$ cat src/rtl/rtile_pkg.sv
package rtile_pkg;

  typedef enum logic [2:0] {
    OP_MUL   = 3'd0,
    OP_ADD   = 3'd1,
    OP_SUB   = 3'd2,
    OP_DIV   = 3'd3,
    OP_RELAY = 3'd4,
    OP_CMP   = 3'd5
  } tile_op_e;

  // width of a residue / digit-sum value (0..9)
  localparam int RES_DIGIT_W = 4;
  // width of a residue-domain prediction (8*8+8 = 72 fits)
  localparam int PRED_W = 7;
  // bits folded per step: 2^6 = 64 is 1 mod 9
  localparam int FOLD_W = 6;

  function automatic logic op_is_legal(input logic [2:0] code);
    return code <= 3'd5;
  endfunction

endpackage

$ cat src/rtl/rtile_mod9.sv
// Combinational mod-9 reducer: fold 6-bit chunks (64 = 1 mod 9), then
// restoring subtraction of shifted nines. No table.
module rtile_mod9
  import rtile_pkg::*;
#(
  parameter int IN_W = 4
) (
  input  logic [IN_W-1:0]        val,
  output logic [RES_DIGIT_W-1:0] res
);
  localparam int NCH   = (IN_W + FOLD_W - 1) / FOLD_W;
  localparam int PAD_W = NCH * FOLD_W;
  localparam int ACC_W = $clog2(NCH * ((1 << FOLD_W) - 1) + 1);
  localparam int WRK_W = ACC_W + 4;

  logic [PAD_W-1:0] padded;
  logic [WRK_W-1:0] acc;
  logic [WRK_W-1:0] step;

  always_comb begin
    padded = '0;
    padded[IN_W-1:0] = val;
    acc = '0;
    for (int c = 0; c < NCH; c++) begin
      acc = acc + WRK_W'(padded[c*FOLD_W +: FOLD_W]);
    end
    for (int k = ACC_W - 1; k >= 0; k--) begin
      step = WRK_W'(9) << k;
      if (acc >= step) begin
        acc = acc - step;
      end
    end
    res = acc[RES_DIGIT_W-1:0];
  end

endmodule

$ cat src/rtl/rtile_alu.sv
// Operation datapath: full-precision answers for all six functions.
module rtile_alu
  import rtile_pkg::*;
#(
  parameter int OPND_W = 4
) (
  input  logic [2:0]               op,
  input  logic [OPND_W-1:0]        a,
  input  logic [OPND_W-1:0]        b,
  input  logic [RES_DIGIT_W-1:0]   a_ds,
  output logic [2*OPND_W-1:0]      raw,
  output logic                     dz
);
  localparam int RES_W = 2 * OPND_W;

  always_comb begin
    raw = '0;
    dz  = 1'b0;
    case (tile_op_e'(op))
      OP_MUL:   raw = RES_W'(a) * RES_W'(b);
      OP_ADD:   raw = RES_W'(a) + RES_W'(b);
      OP_SUB:   raw = RES_W'(a) - RES_W'(b);   // wraps = sign-extended
      OP_DIV: begin
        if (b == '0) begin
          dz = 1'b1;                            // answer forced to zero
        end else begin
          raw = {OPND_W'(a % b), OPND_W'(a / b)};
        end
      end
      OP_RELAY: raw = RES_W'(a);
      OP_CMP:   raw = RES_W'(a_ds);
      default:  raw = '0;
    endcase
  end

endmodule

$ cat src/rtl/rtile_check.sv
// Residue checker: predicts the answer's residue from operand residues and
// compares with the residue of the (possibly corrupted) answer.
module rtile_check
  import rtile_pkg::*;
#(
  parameter int OPND_W = 4
) (
  input  logic [2:0]             op,
  input  logic [RES_DIGIT_W-1:0] ra,
  input  logic [RES_DIGIT_W-1:0] rb,
  input  logic [2*OPND_W-1:0]    res_f,
  input  logic                   dz,
  output logic                   err
);
  localparam int RES_W = 2 * OPND_W;

  logic                   neg;
  logic [RES_W-1:0]       mag;
  logic [RES_DIGIT_W-1:0] mag_res;
  logic [RES_DIGIT_W-1:0] act_res;
  logic [RES_DIGIT_W-1:0] q_res;
  logic [RES_DIGIT_W-1:0] r_res;
  logic [PRED_W-1:0]      pred_in;
  logic [RES_DIGIT_W-1:0] pred_res;
  logic [RES_DIGIT_W-1:0] sub_pred;

  // answer residue; only SUB reads the answer as signed
  assign neg = (tile_op_e'(op) == OP_SUB) && res_f[RES_W-1];
  assign mag = neg ? (-res_f) : res_f;

  rtile_mod9 #(.IN_W(RES_W))  u_mag (.val(mag),                    .res(mag_res));
  rtile_mod9 #(.IN_W(OPND_W)) u_q   (.val(res_f[OPND_W-1:0]),      .res(q_res));
  rtile_mod9 #(.IN_W(OPND_W)) u_r   (.val(res_f[RES_W-1:OPND_W]),  .res(r_res));

  assign act_res = (neg && mag_res != '0) ? (RES_DIGIT_W'(9) - mag_res) : mag_res;

  always_comb begin
    case (tile_op_e'(op))
      OP_MUL:  pred_in = PRED_W'(ra) * PRED_W'(rb);
      OP_ADD:  pred_in = PRED_W'(ra) + PRED_W'(rb);
      OP_DIV:  pred_in = PRED_W'(q_res) * PRED_W'(rb) + PRED_W'(r_res);
      default: pred_in = '0;
    endcase
  end

  rtile_mod9 #(.IN_W(PRED_W)) u_pred (.val(pred_in), .res(pred_res));

  assign sub_pred = (ra >= rb) ? (ra - rb) : (ra + RES_DIGIT_W'(9) - rb);

  // residues are all in 0..8, so 0 and 9 never need separate handling
  always_comb begin
    case (tile_op_e'(op))
      OP_MUL, OP_ADD: err = (act_res != pred_res);
      OP_SUB:         err = (act_res != sub_pred);
      OP_DIV:         err = !dz && (pred_res != ra);   // suppresses
      OP_RELAY:       err = (act_res != ra);
      default:        err = 1'b0;
    endcase
  end

endmodule

$ cat src/rtl/residue_tile.sv
module residue_tile
  import rtile_pkg::*;
#(
  parameter int OPND_W = 4
) (
  input  logic                   clk,
  input  logic                   rst,
  input  logic                   in_valid,
  input  logic [2:0]             op_sel,
  input  logic [OPND_W-1:0]      opnd_a,
  input  logic [OPND_W-1:0]      opnd_b,
  input  logic [3:0]             exp_ds,
  input  logic [2*OPND_W-1:0]    flip_mask,
  output logic                   out_valid,
  output logic [2*OPND_W-1:0]    result,
  output logic                   res_err,
  output logic                   div_zero,
  output logic                   cmp_pass
);
  localparam int RES_W = 2 * OPND_W;

  logic                              fire;
  logic [1:0][RES_DIGIT_W-1:0]       opnd_res;
  logic [RES_DIGIT_W-1:0]            a_ds;
  logic [RES_W-1:0]                  raw;
  logic [RES_W-1:0]                  res_f;
  logic                              dz_c;
  logic                              err_c;
  logic                              pass_c;

  assign fire = in_valid && op_is_legal(op_sel);

  generate
    for (genvar gi = 0; gi < 2; gi++) begin : g_opres
      rtile_mod9 #(.IN_W(OPND_W)) u_res (
        .val (gi == 0 ? opnd_a : opnd_b),
        .res (opnd_res[gi])
      );
    end
  endgenerate

  // digit sum: nonzero multiples of nine map to 9
  assign a_ds = (opnd_res[0] == '0 && opnd_a != '0) ? RES_DIGIT_W'(9) : opnd_res[0];

  rtile_alu #(.OPND_W(OPND_W)) u_alu (
    .op   (op_sel),
    .a    (opnd_a),
    .b    (opnd_b),
    .a_ds (a_ds),
    .raw  (raw),
    .dz   (dz_c)
  );

  assign res_f = raw ^ flip_mask;   // fault injection

  rtile_check #(.OPND_W(OPND_W)) u_chk (
    .op    (op_sel),
    .ra    (opnd_res[0]),
    .rb    (opnd_res[1]),
    .res_f (res_f),
    .dz    (dz_c),
    .err   (err_c)
  );

  assign pass_c = (tile_op_e'(op_sel) == OP_CMP) && (a_ds == exp_ds);

  // result and flags registered together
  always_ff @(posedge clk) begin
    if (rst) begin
      out_valid <= 1'b0;
      result    <= '0;
      res_err   <= 1'b0;
      div_zero  <= 1'b0;
      cmp_pass  <= 1'b0;
    end else begin
      out_valid <= fire;
      res_err   <= fire && err_c;
      div_zero  <= fire && dz_c;
      cmp_pass  <= fire && pass_c;
      if (fire) begin
        result <= res_f;
      end
    end
  end

endmodule

$ cat config.mk
export PLATFORM = sky130hd
export DESIGN_NAME = residue_tile
export DESIGN_NICKNAME = d
export VERILOG_FILES = /design/src/rtl/rtile_pkg.sv /design/src/rtl/rtile_mod9.sv /design/src/rtl/rtile_alu.sv /design/src/rtl/rtile_check.sv /design/src/rtl/residue_tile.sv
export SDC_FILE = /design/constraint.sdc
export NUM_CORES = 1
export LEC_CHECK = 0
export ABC_AREA = 1
export BUFFER_PORTS_ARGS = -buffer_cell sky130_fd_sc_hd__buf_2
export CAP_MARGIN = 20
export CORE_ASPECT_RATIO = 1.4
export CORE_MARGIN = 3
export CORE_UTILIZATION = 30
export CTS_BUF_LIST = sky130_fd_sc_hd__clkbuf_2
export DETAILED_ROUTE_END_ITERATION = 8
export GPL_TIMING_DRIVEN = 0
export PLACE_DENSITY = 0.55
export RECOVER_POWER = 25
export SYNTH_ARGS = -nofsm -noshare
export SYNTH_HDL_FRONTEND = slang
export SYNTH_SLANG_ARGS = --single-unit
$ cat constraint.sdc
create_clock -name clk -period 11.6 [get_ports clk]
set_input_delay 0 -clock clk [delete_from_list [all_inputs] [get_ports clk]]
set_output_delay 0 -clock clk [all_outputs]
set_load 0.01 [all_outputs]
# Word-level counts from Yosys, hierarchy flattened

Cells that the tools add are included.

Register bits after elaboration: 12
Word-level logic and storage cells: 174
Input bits: 26
Output and inout port bits: 12

Div/mod/pow operators: 2
Multiplexer cells: 48
Magnitude comparators: 40
Bitwise logic cells: 1
Eq/ne operators: 10
Multipliers: 3
Add/sub/neg operators: 49
Reductions and logical operators: 16

Operators by type and width:

| cell                                                                                 | number |
|---|---|
| 10-bit 2-to-1 mux                                                                    | 20 |
| 11-bit 2-to-1 mux                                                                    | 12 |
| 8-bit one-hot mux with 6 select lines                                                | 1 |
| 10-bit by 4-bit greater-or-equal comparator with 1-bit output, second input constant | 4 |
| 10-bit by 5-bit greater-or-equal comparator with 1-bit output, second input constant | 4 |
| 10-bit by 6-bit greater-or-equal comparator with 1-bit output, second input constant | 4 |
| 10-bit by 7-bit greater-or-equal comparator with 1-bit output, second input constant | 4 |
| 10-bit by 8-bit greater-or-equal comparator with 1-bit output, second input constant | 4 |
| 10-bit by 5-bit subtractor with 10-bit output, second input constant                 | 4 |
| 10-bit by 6-bit subtractor with 10-bit output, second input constant                 | 4 |
| 10-bit by 7-bit subtractor with 10-bit output, second input constant                 | 4 |
| 10-bit by 8-bit subtractor with 10-bit output, second input constant                 | 4 |
| 4-bit by 9-bit subtractor with 10-bit output, second input constant                  | 4 |
| 4-bit by 9-bit greater-or-equal comparator with 1-bit output, second input constant  | 4 |
| 4-bit 2-to-1 mux                                                                     | 9 |
| 4-bit subtractor, second input constant                                              | 6 |
| 11-bit by 4-bit greater-or-equal comparator with 1-bit output, second input constant | 2 |
| 11-bit by 5-bit greater-or-equal comparator with 1-bit output, second input constant | 2 |
| 11-bit by 6-bit greater-or-equal comparator with 1-bit output, second input constant | 2 |
| 11-bit by 7-bit greater-or-equal comparator with 1-bit output, second input constant | 2 |
| 11-bit by 8-bit greater-or-equal comparator with 1-bit output, second input constant | 2 |
| 11-bit by 9-bit greater-or-equal comparator with 1-bit output, second input constant | 2 |
| 11-bit by 5-bit subtractor with 11-bit output, second input constant                 | 2 |
| 11-bit by 6-bit subtractor with 11-bit output, second input constant                 | 2 |
| other kinds (36)                                                                     | 61 |

# Depth between registers and ports, before layout

Gate-level depths: netlist of the first run.

Word-level depth: 51
Gate-level depth with buffers: 103
Mapped depth without buffers: 103

# Modules after synthesis

A second synthesis of the first run with hierarchy kept.

Cells, all modules: 1071
Area, all modules: 6547.5 µm²

Modules (own cells, without submodules):

| module                            | times used | area an instance (µm²) | cells an instance | sequential area each (µm²) |
|---|---|---|---|---|
| rtile_check                       | 1          | 2009.4                 | 315               | 0.0 |
| rtile_alu                         | 1          | 1524.0                 | 254               | 0.0 |
| rtile_mod9 (u_chk.u_mag)          | 1          | 949.7                  | 166               | 0.0 |
| rtile_mod9 (u_chk.u_pred)         | 1          | 949.7                  | 162               | 0.0 |
| residue_tile                      | 1          | 639.4                  | 90                | 240.2 |
| rtile_mod9 (g_opres[0].u_res ...) | 4          | 118.9                  | 21                | 0.0 |

# Least setup slack after synthesis of the first run

Ideal clock, no wire load.

Path kind: input port to flip-flop
From: input opnd_b[0]
To: register res_err
Setup slack: 0.170 ns
Data arrival time: 11.311 ns
Library setup time: 0.119 ns
Data required time: 11.481 ns
Cell stages on the path: 97
Path buffers: 0
Cell sequence: inv_1 > ha_1 > inv_1 > nand2_1 > nand3_1 > nand2_1 > nand2_1 > inv_1 > ha_1 > nand2_1 > nand3_1 > nand2_1 > o21ai_0 > ha_1 > nand2_1 > nand2_1 > nand2_1 > nand3_1 > [... 61 more ...] > nand2_1 > nand2_1 > ha_1 > inv_1 > nand4_1 > nand2_1 > nand2_1 > nand2_1 > xor2_1 > nand2_1 > nand2_1 > inv_1 > nand3_1 > nand3_1 > nor2_1 > nand2_1 > nand2_1 > a21oi_1

Word-level cells in the longest chain between the ends: 38
Elaborated cells on any way between the ends: 133
Those cells by class: add/sub: 42; mul: 3; div: 2; order compare: 33; eq/ne: 4; mux: 41; bitwise: 1; reduce/logical: 7

RTL lines:

| what                                                                                                                           | RTL line                           | source |
|---|---|---|
| start: declaration                                                                                                             | residue_tile.sv:11                 | `input logic [OPND_W-1:0] opnd_b,` |
| 4-bit by 4-bit divider with 4-bit output or 4-bit logical NOT (tied branches)                                                  | rtile_alu.sv:27, rtile_alu.sv:24   |  |
| 8-bit 2-to-1 mux                                                                                                               | rtile_alu.sv:24                    | `if (b == '0) begin` |
| 8-bit one-hot mux with 6 select lines *                                                                                        | rtile_alu.sv:19                    | `case (tile_op_e'(op))` |
| 8-bit XOR *                                                                                                                    | residue_tile.sv:54                 | `assign res_f = raw ^ flip_mask;` |
| via res_f[0]                                                                                                                   | residue_tile.sv:26                 | `logic [RES_W-1:0] res_f;` |
| 4-bit by 9-bit subtractor with 10-bit output or 4-bit by 9-bit greater-or-equal comparator with 1-bit output (tied branches)   | rtile_mod9.sv:30, rtile_mod9.sv:29 |  |
| 10-bit 2-to-1 mux                                                                                                              | rtile_mod9.sv:29                   | `if (acc >= step) begin` |
| 10-bit by 8-bit subtractor with 10-bit output or 10-bit by 8-bit greater-or-equal comparator with 1-bit output (tied branches) | rtile_mod9.sv:30, rtile_mod9.sv:29 |  |
| [... 23 more ...]                                                                                                              | -                                  |  |
| 11-bit by 5-bit subtractor with 11-bit output or 11-bit by 5-bit greater-or-equal comparator with 1-bit output (tied branches) | rtile_mod9.sv:30, rtile_mod9.sv:29 |  |
| 11-bit 2-to-1 mux                                                                                                              | rtile_mod9.sv:29                   |  |
| 11-bit by 4-bit greater-or-equal comparator with 1-bit output or 4-bit subtractor (tied branches)                              | rtile_mod9.sv:29, rtile_mod9.sv:30 |  |
| 4-bit 2-to-1 mux                                                                                                               | rtile_mod9.sv:29                   |  |
| 4-bit != test                                                                                                                  | rtile_check.sv:55                  | `OP_DIV: err = !dz && (pred_res != ra);` |
| 1-bit logical AND                                                                                                              | rtile_check.sv:55                  |  |
| 1-bit one-hot mux with 4 select lines *                                                                                        | rtile_check.sv:52                  | `case (tile_op_e'(op))` |
| 1-bit logical AND *                                                                                                            | residue_tile.sv:77                 | `res_err <= fire && err_c;` |
| end signal: assignment                                                                                                         | residue_tile.sv:77                 |  |
| end: declaration                                                                                                               | residue_tile.sv:16                 | `output logic res_err,` |

Mark *: on every way through the listed nets, which the timed path passes. The rest lies on a longest branch.
A chain may end at the register's enable or synchronous reset.

# Worst setup path after layout of the first run

Ends and elaborated chain as after synthesis.

==> results of run 1 <==
metal layers:
layer / vias to the layer above / global-route usage (%) / part of all wire, %
met2: 86 / 31.3 / 55
met1: 2888 / 17.6 / 41
met4: 0 / 3.76 / 2.4
li1: 3285 / - / -
met5: - / 0 / 0
met3: 27 / 0.605 / 1.9
cell usage after synthesis, types with 3 or more instances:
cell type / n
nor2_4: 4
o21bai_1: 3
fa_1: 22
nor2_8: 4
nand2_2: 33
xnor2_1: 11
dfxtp_1: 12
xor2_1: 30
nor2_2: 8
nor2_1: 72
ha_1: 95
o21ai_1: 8
o22ai_1: 4
nand3_2: 15
or2_2: 5
nand3_4: 3
nand3_1: 79
o211ai_1: 7
nand3b_1: 7
nand2_1: 234
nand4_1: 20
a21oi_1: 27
a211oi_1: 3
inv_1: 155
inv_2: 14
nand2_4: 15
o21ai_0: 33
nor3_1: 4
sequential cells by signal, indices dropped and copies added, names as in the netlist:
register / flops
cmp_pass: 1
div_zero: 1
out_valid: 1
result: 8
res_err: 1
area by class of cell:
| type | count | area (um2) |
|---|---|---|
| inverters | 174 | 678 |
| multi-input cells | 775 | 5950 |
| clock buffers | 3 | 15.0 |
| plain buffers | 5 | 27.5 |
| well taps | 252 | 315 |
| repair buffers | 84 | 579 |
| flip-flops and latches | 12 | 240 |
| fillers | 2116 | 12300 |
| clock inverters | 1 | 3.75 |
kinds of logic (layout without fill, tap and decap cells):
group / count (synthesis) / in the layout / synth area share, %
AOI/OAI and AO/OA: 102 / 102 / 9.97
xor gates and xnor gates: 44 / 44 / 6.58
adders and majority gates: 117 / 117 / 26.3
buffers and inverters: 180 / 267 / 11.2
DFF: 12 / 12 / 3.87
muxes: 1 / 1 / 0.161
and+or+nand+nor: 511 / 511 / 42.0
stage by stage:
stage / setup WS, ps / power [mW] / util, %
2_1_floorplan: 170 / 0.919 / -
3_3_place_gp: -2010 / 1.11 / 33.3
3_5_place_dp: -2110 / 1.12 / 33.3
4_1_cts: 5.27 / 1.22 / 35.8
5_1_grt: -230 / 1.52 / 38.9
6_report: 459 / 1.35 / 38.9
power groups by stage:
stage | clock (mW) | sequential, mW | combinational [mW]
finish | 0.0275 | 0.0464 | 1.28
global route | 0.0297 | 0.0468 | 1.45
CTS | 0.0279 | 0.0464 | 1.14
detailed placement | 0 | 0.0473 | 1.07
global placement | 0 | 0.0473 | 1.06
floorplan | 0 | 0.0483 | 0.871
worst paths after layout:
| path | startpoint | to | depth (start not counted) |
|---|---|---|---|
| max | opnd_b[0] | res_err | 96 |
| min | op_sel[1] | res_err | 4 |
| max reg2reg | result[5] | result[5] | 2 |
| min reg2reg | result[7] | result[7] | 2 |
critical path: cells and delay by family:
| family | cells | cell delay [ps] |
|---|---|---|
| simple gates | 55 | 4930 |
| fa+ha+maj | 13 | 3610 |
| buf+inv | 16 | 1020 |
| compound gates | 8 | 1010 |
| xor+xnor | 4 | 720 |
timing repair:
action	CTS	global route
hold buffers	3	0
pin swaps	26	72
buffers inserted	22	24
hold endpoints to repair	2	0
endpoints found under the setup margin	1	1
gates cloned	0	0
resized for setup	68	103
==> metrics, run 1 <==
share of cells above drive strength 1=29.9%; Die Height=about 180 um; top_reg_cell synth=dfxtp_1; cell taking the most area after synthesis=ha_1; Root Driver=clkbuf_2; die area=about 22000 um2; initial core utilization=a little under a third; dpl cell area=approximately 6700 um2; worst endpoint required time=between 10000 and 15000 ps; core area=approximately 20000 um2; largest net degree at the start of global routing=13; Clock Power Share=~2%; initial antenna violation count=0; CTS Buf Count=3; #FFs+latches synth=12; Cell Pwr Density=between 150 and 200 nW/um2; Slew headroom=42.7%; drt pass-1 iters=5; Crit path top cell by count=nand2_2; max-slew violations=0; DRC errors left=0; DRT antenna net count=0; gp weighted congestion=around 0.9; row count=61; clock sink count=12; H-tree levels=1; Synth Instances=approximately 970; Final min period=between 10000 and 15000 ps; fin crit share=roughly 96%; via count=6286; fraction of registers with async set/reset=0%; first-pass GRT wire length=between 20000 and 30000 um; # diodes=0; Buffers on Ports=35; # setup viols final=0; number of DRC markers in iteration 0=~240; Vias/cell=between 4 and 5; worst skew pair latency=between 200 and 300 ps; drt total wl=17900 um; Clock transition at path regs=~190 ps; reg2reg setup slack=10930 ps; dpl cells=between 1000 and 1500; Max Freq=89.8 MHz; fin cells=1306; max-cap viol count=0; clk_skew=0 ps; number of synthesized flops with an enable pin=0; commonest non-fill, non-tap cell in the layout=nand2_1; Crit-path slowest cell=fa_2; class of the worst hold path=in2reg; syn nets=1110; power share of the combinational group=between 90% and 100%; power share of the sequential group=approximately 3.4%; final net count=1198; area grow syn2layout=25.9%; vias in the first global route=6128; Die X-Extent=approximately 130 um; CTS tree=yes; crit-path max FO=5; P_int=0.551 mW; Worst setup SP type=input port; switching portion of total power=59.3%; main area contributors after synthesis=ha_1, nand2_1, inv_1, fa_1, nand3_1; Worst-Margin Slew=between 800 and 900 ps; most frequent cells in the layout=nand2_1, inv_1, ha_1; Tot GR Track Use=15.6%; synthesized area=between 6000 and 7000 um2; Mean Syn Cell Area=6.41 um2; I/O pin cnt=38; P_sw=between 0.8 and 0.9 mW; Setup crit end kind=register; VDD IR max=0.101 mV; distinct cell type count after synthesis=between 50 and 60; post-synthesis sequential area ratio=roughly 3.9%; total congestion overflow=0; design area=a little under 8000 um2; RSZ-0062 raised after global routing=yes; DP HPWL=approximately 14000 um; CP Data Arrival Time=approximately 11000 ps; final hold viol count=0; Worst Hold Margin=102 ps; Synth top area share=a little under a fifth; status=completed; Ys Warns=0; clk buf depth=2; crit path kind=in2reg; drt wl/cell=about 14 um; Total Neg Setup Slack=0 ps; slowest stage delay, CP=about 610 ps; Lkg Pwr=between 4 and 5 nW
(Power assumes the default switching activity.)
==> run 2: changes to the inputs <==
==> constraint.sdc (replaced) <==
create_clock -name clk -period 11.6 [get_ports clk]
set_input_delay 0.58 -clock clk [delete_from_list [all_inputs] [get_ports clk]]
set_output_delay 0.58 -clock clk [all_outputs]
set_load 0.01 [all_outputs]
==> run 2 against run 1 <==
Net effect: fmax fell by 3.5%; sequential power about the same; routed wire length rose by 2.5%; clock power is 8.7% lower; clock skew unchanged; register-to-register slack about the same; combinational power hardly changed; clock-buffer cell count unchanged; die area is the same; largest power group unchanged.
==> metrics, run 2 (synthesis results as in run 1) <==
status=completed; area grow syn2layout=27.5%; design area=~7900 um2; VDD IR max=0.100 mV; vias in the first global route=between 6000 and 7000; total congestion overflow=0; Biggest register=result; share of cells above drive strength 1=between 30% and 40%; CTS tree=yes; number of DRC markers in iteration 0=251; RSZ-0062 raised after global routing=yes; M2 GR Usage=approximately 32%; commonest non-fill, non-tap cell in the layout=nand2_1; clock sink count=12; Max Freq=approximately 87 MHz; fin crit share=~100%; Crit-path slowest cell=fa_1; Setup crit end kind=register; Clock transition at path regs=about 150 ps; final net count=around 1200; Tot GR Track Use=16.1%; Cell Pwr Density=between 150 and 200 nW/um2; Critical R2R Launch=result[5]; via count=about 6300; reg2reg setup slack=about 11000 ps; Vias/cell=just under 5; R2R depth=2; most frequent cells in the layout=nand2_1, inv_1, ha_1; Fillers=between 2000 and 2500; Crit Reg-Reg Endpoint=result[5]; Root Driver=clkbuf_2; DRT antenna net count=0; I/O pin cnt=38; class of the worst hold path=reg2reg; CTS Hold Bufs=0; slowest stage delay, CP=570 ps; core area=roughly 20000 um2; first-pass GRT wire length=30100 um; crit path kind=in2reg; crit-path max FO=6; row count=61; final hold viol count=0; max-cap viol count=0; Die Height=176 um; H-tree levels=1; Slew headroom=a little over a third; grt met1 use=roughly 18%; drt pass-1 iters=5; Lkg Pwr=around 4.1 nW; Worst Hold Margin=roughly 520 ps; clk_skew=0 ps; dpl cell area=approximately 6800 um2; CTS Buf Count=3; drt total wl=between 15000 and 20000 um; Final min period=around 12000 ps; Crit path top cell by count=nand2_2; worst endpoint required time=11810 ps; die area=22500 um2; Total Neg Setup Slack=0 ps; # diodes=0; gp weighted congestion=between 0.8 and 0.9; Buffers on Ports=35; Worst-Margin Slew=approximately 950 ps; initial core utilization=a little under a third; max-slew violations=0; drt wl/cell=around 14 um; Worst setup SP type=input port; # setup viols final=0; fin util=between 30% and 40%; clk buf depth=2; global route hottest layer=met2; worst skew pair latency=290 ps; Die X-Extent=around 130 um; Worst Setup EP=res_err; met3 GRT Util=less than 1%; DRC errors left=0; CP Data Arrival Time=approximately 12000 ps; largest net degree at the start of global routing=13; initial antenna violation count=0; CP startpoint=opnd_b[0]; DP HPWL=around 15000 um; max reg flops=8
run 2: cell types whose count changed in the layout (fill, tap and decap cells not counted), moves of 2 or more:
cell,delta
nand2_8,+2
nor2_1,-2
buf_4,+10
nand3_4,+4
dlygate4sd3_1,-3
inv_1,-2
nand2_1,-7
nand3_1,-3
nand2_2,+5
nor2_4,+2
o21ai_2,+3
o21ai_4,-2
run 2: how the worst min path moves through the flow:
stage	to	slack, ps	startpoint	cells past startpoint
global route	out_valid	500	rst	2
finish	result[3]	520	result[3]	2
floorplan	result[2]	510	result[2]	2
CTS	out_valid	510	rst	2
global placement	result[3]	490	result[3]	2
detailed placement	result[3]	480	result[3]	2
run 2: per-stage QoR:
| step | cells | power (mW) | setup slack (ps) |
|---|---|---|---|
| after global routing | 1311 | 1.56 | -588 |
| after detailed placement | 1254 | 1.12 | -2120 |
| after floorplan | 967 | 0.929 | 9.89 |
| after CTS | 1300 | 1.28 | -46.1 |
| final | 1311 | 1.38 | 56.3 |
| after global placement | 1254 | 1.11 | -2070 |
run 2: final cells by class:
| class | count | area (um2) | area share, % |
|---|---|---|---|
| Multi-Input combinational cell | 775 | 6020 | 76.1 |
| Inverter | 174 | 681 | 8.61 |
| Timing Repair Buffer | 89 | 608 | 7.69 |
| Tap cell | 252 | 315 | 3.99 |
| Sequential cell | 12 | 240 | 3.04 |
| Buffer | 5 | 23.8 | 0.301 |
| Clock buffer | 3 | 15.0 | 0.190 |
| Clock inverter | 1 | 3.75 | 0.0475 |
run 2: per-layer routing:
metal  up-vias  part of all wire (%)
met3        25                   1.7
met4         0                   2.9
met5         -                     0
met2        80                    55
met1      2920                    40
li1       3292                     -
run 2: where the power goes:
group,internal (mW),leakage (nW),total [mW],switching (mW)
Sequential,0.0445,0.0987,0.0461,0.00163
Clock,0.00749,0.0140,0.0251,0.0176
Combinational,0.517,4.04,1.31,0.791
Total,0.569,4.15,1.38,0.810
run 2: critical path: cells and delay by family:
family                     cells  cell delay, ps
buffers and inverters         15            1090
and+or+nand+nor               46            4330
adders and majority gates     13            3720
AOI/OAI and AO/OA             10            1290
xor gates and xnor gates       4             720
run 2: timing repair:
action	CTS	global route
setup buffers	42	12
resized for setup	95	82
setup endpoints to repair	1	1
pin swaps	61	73
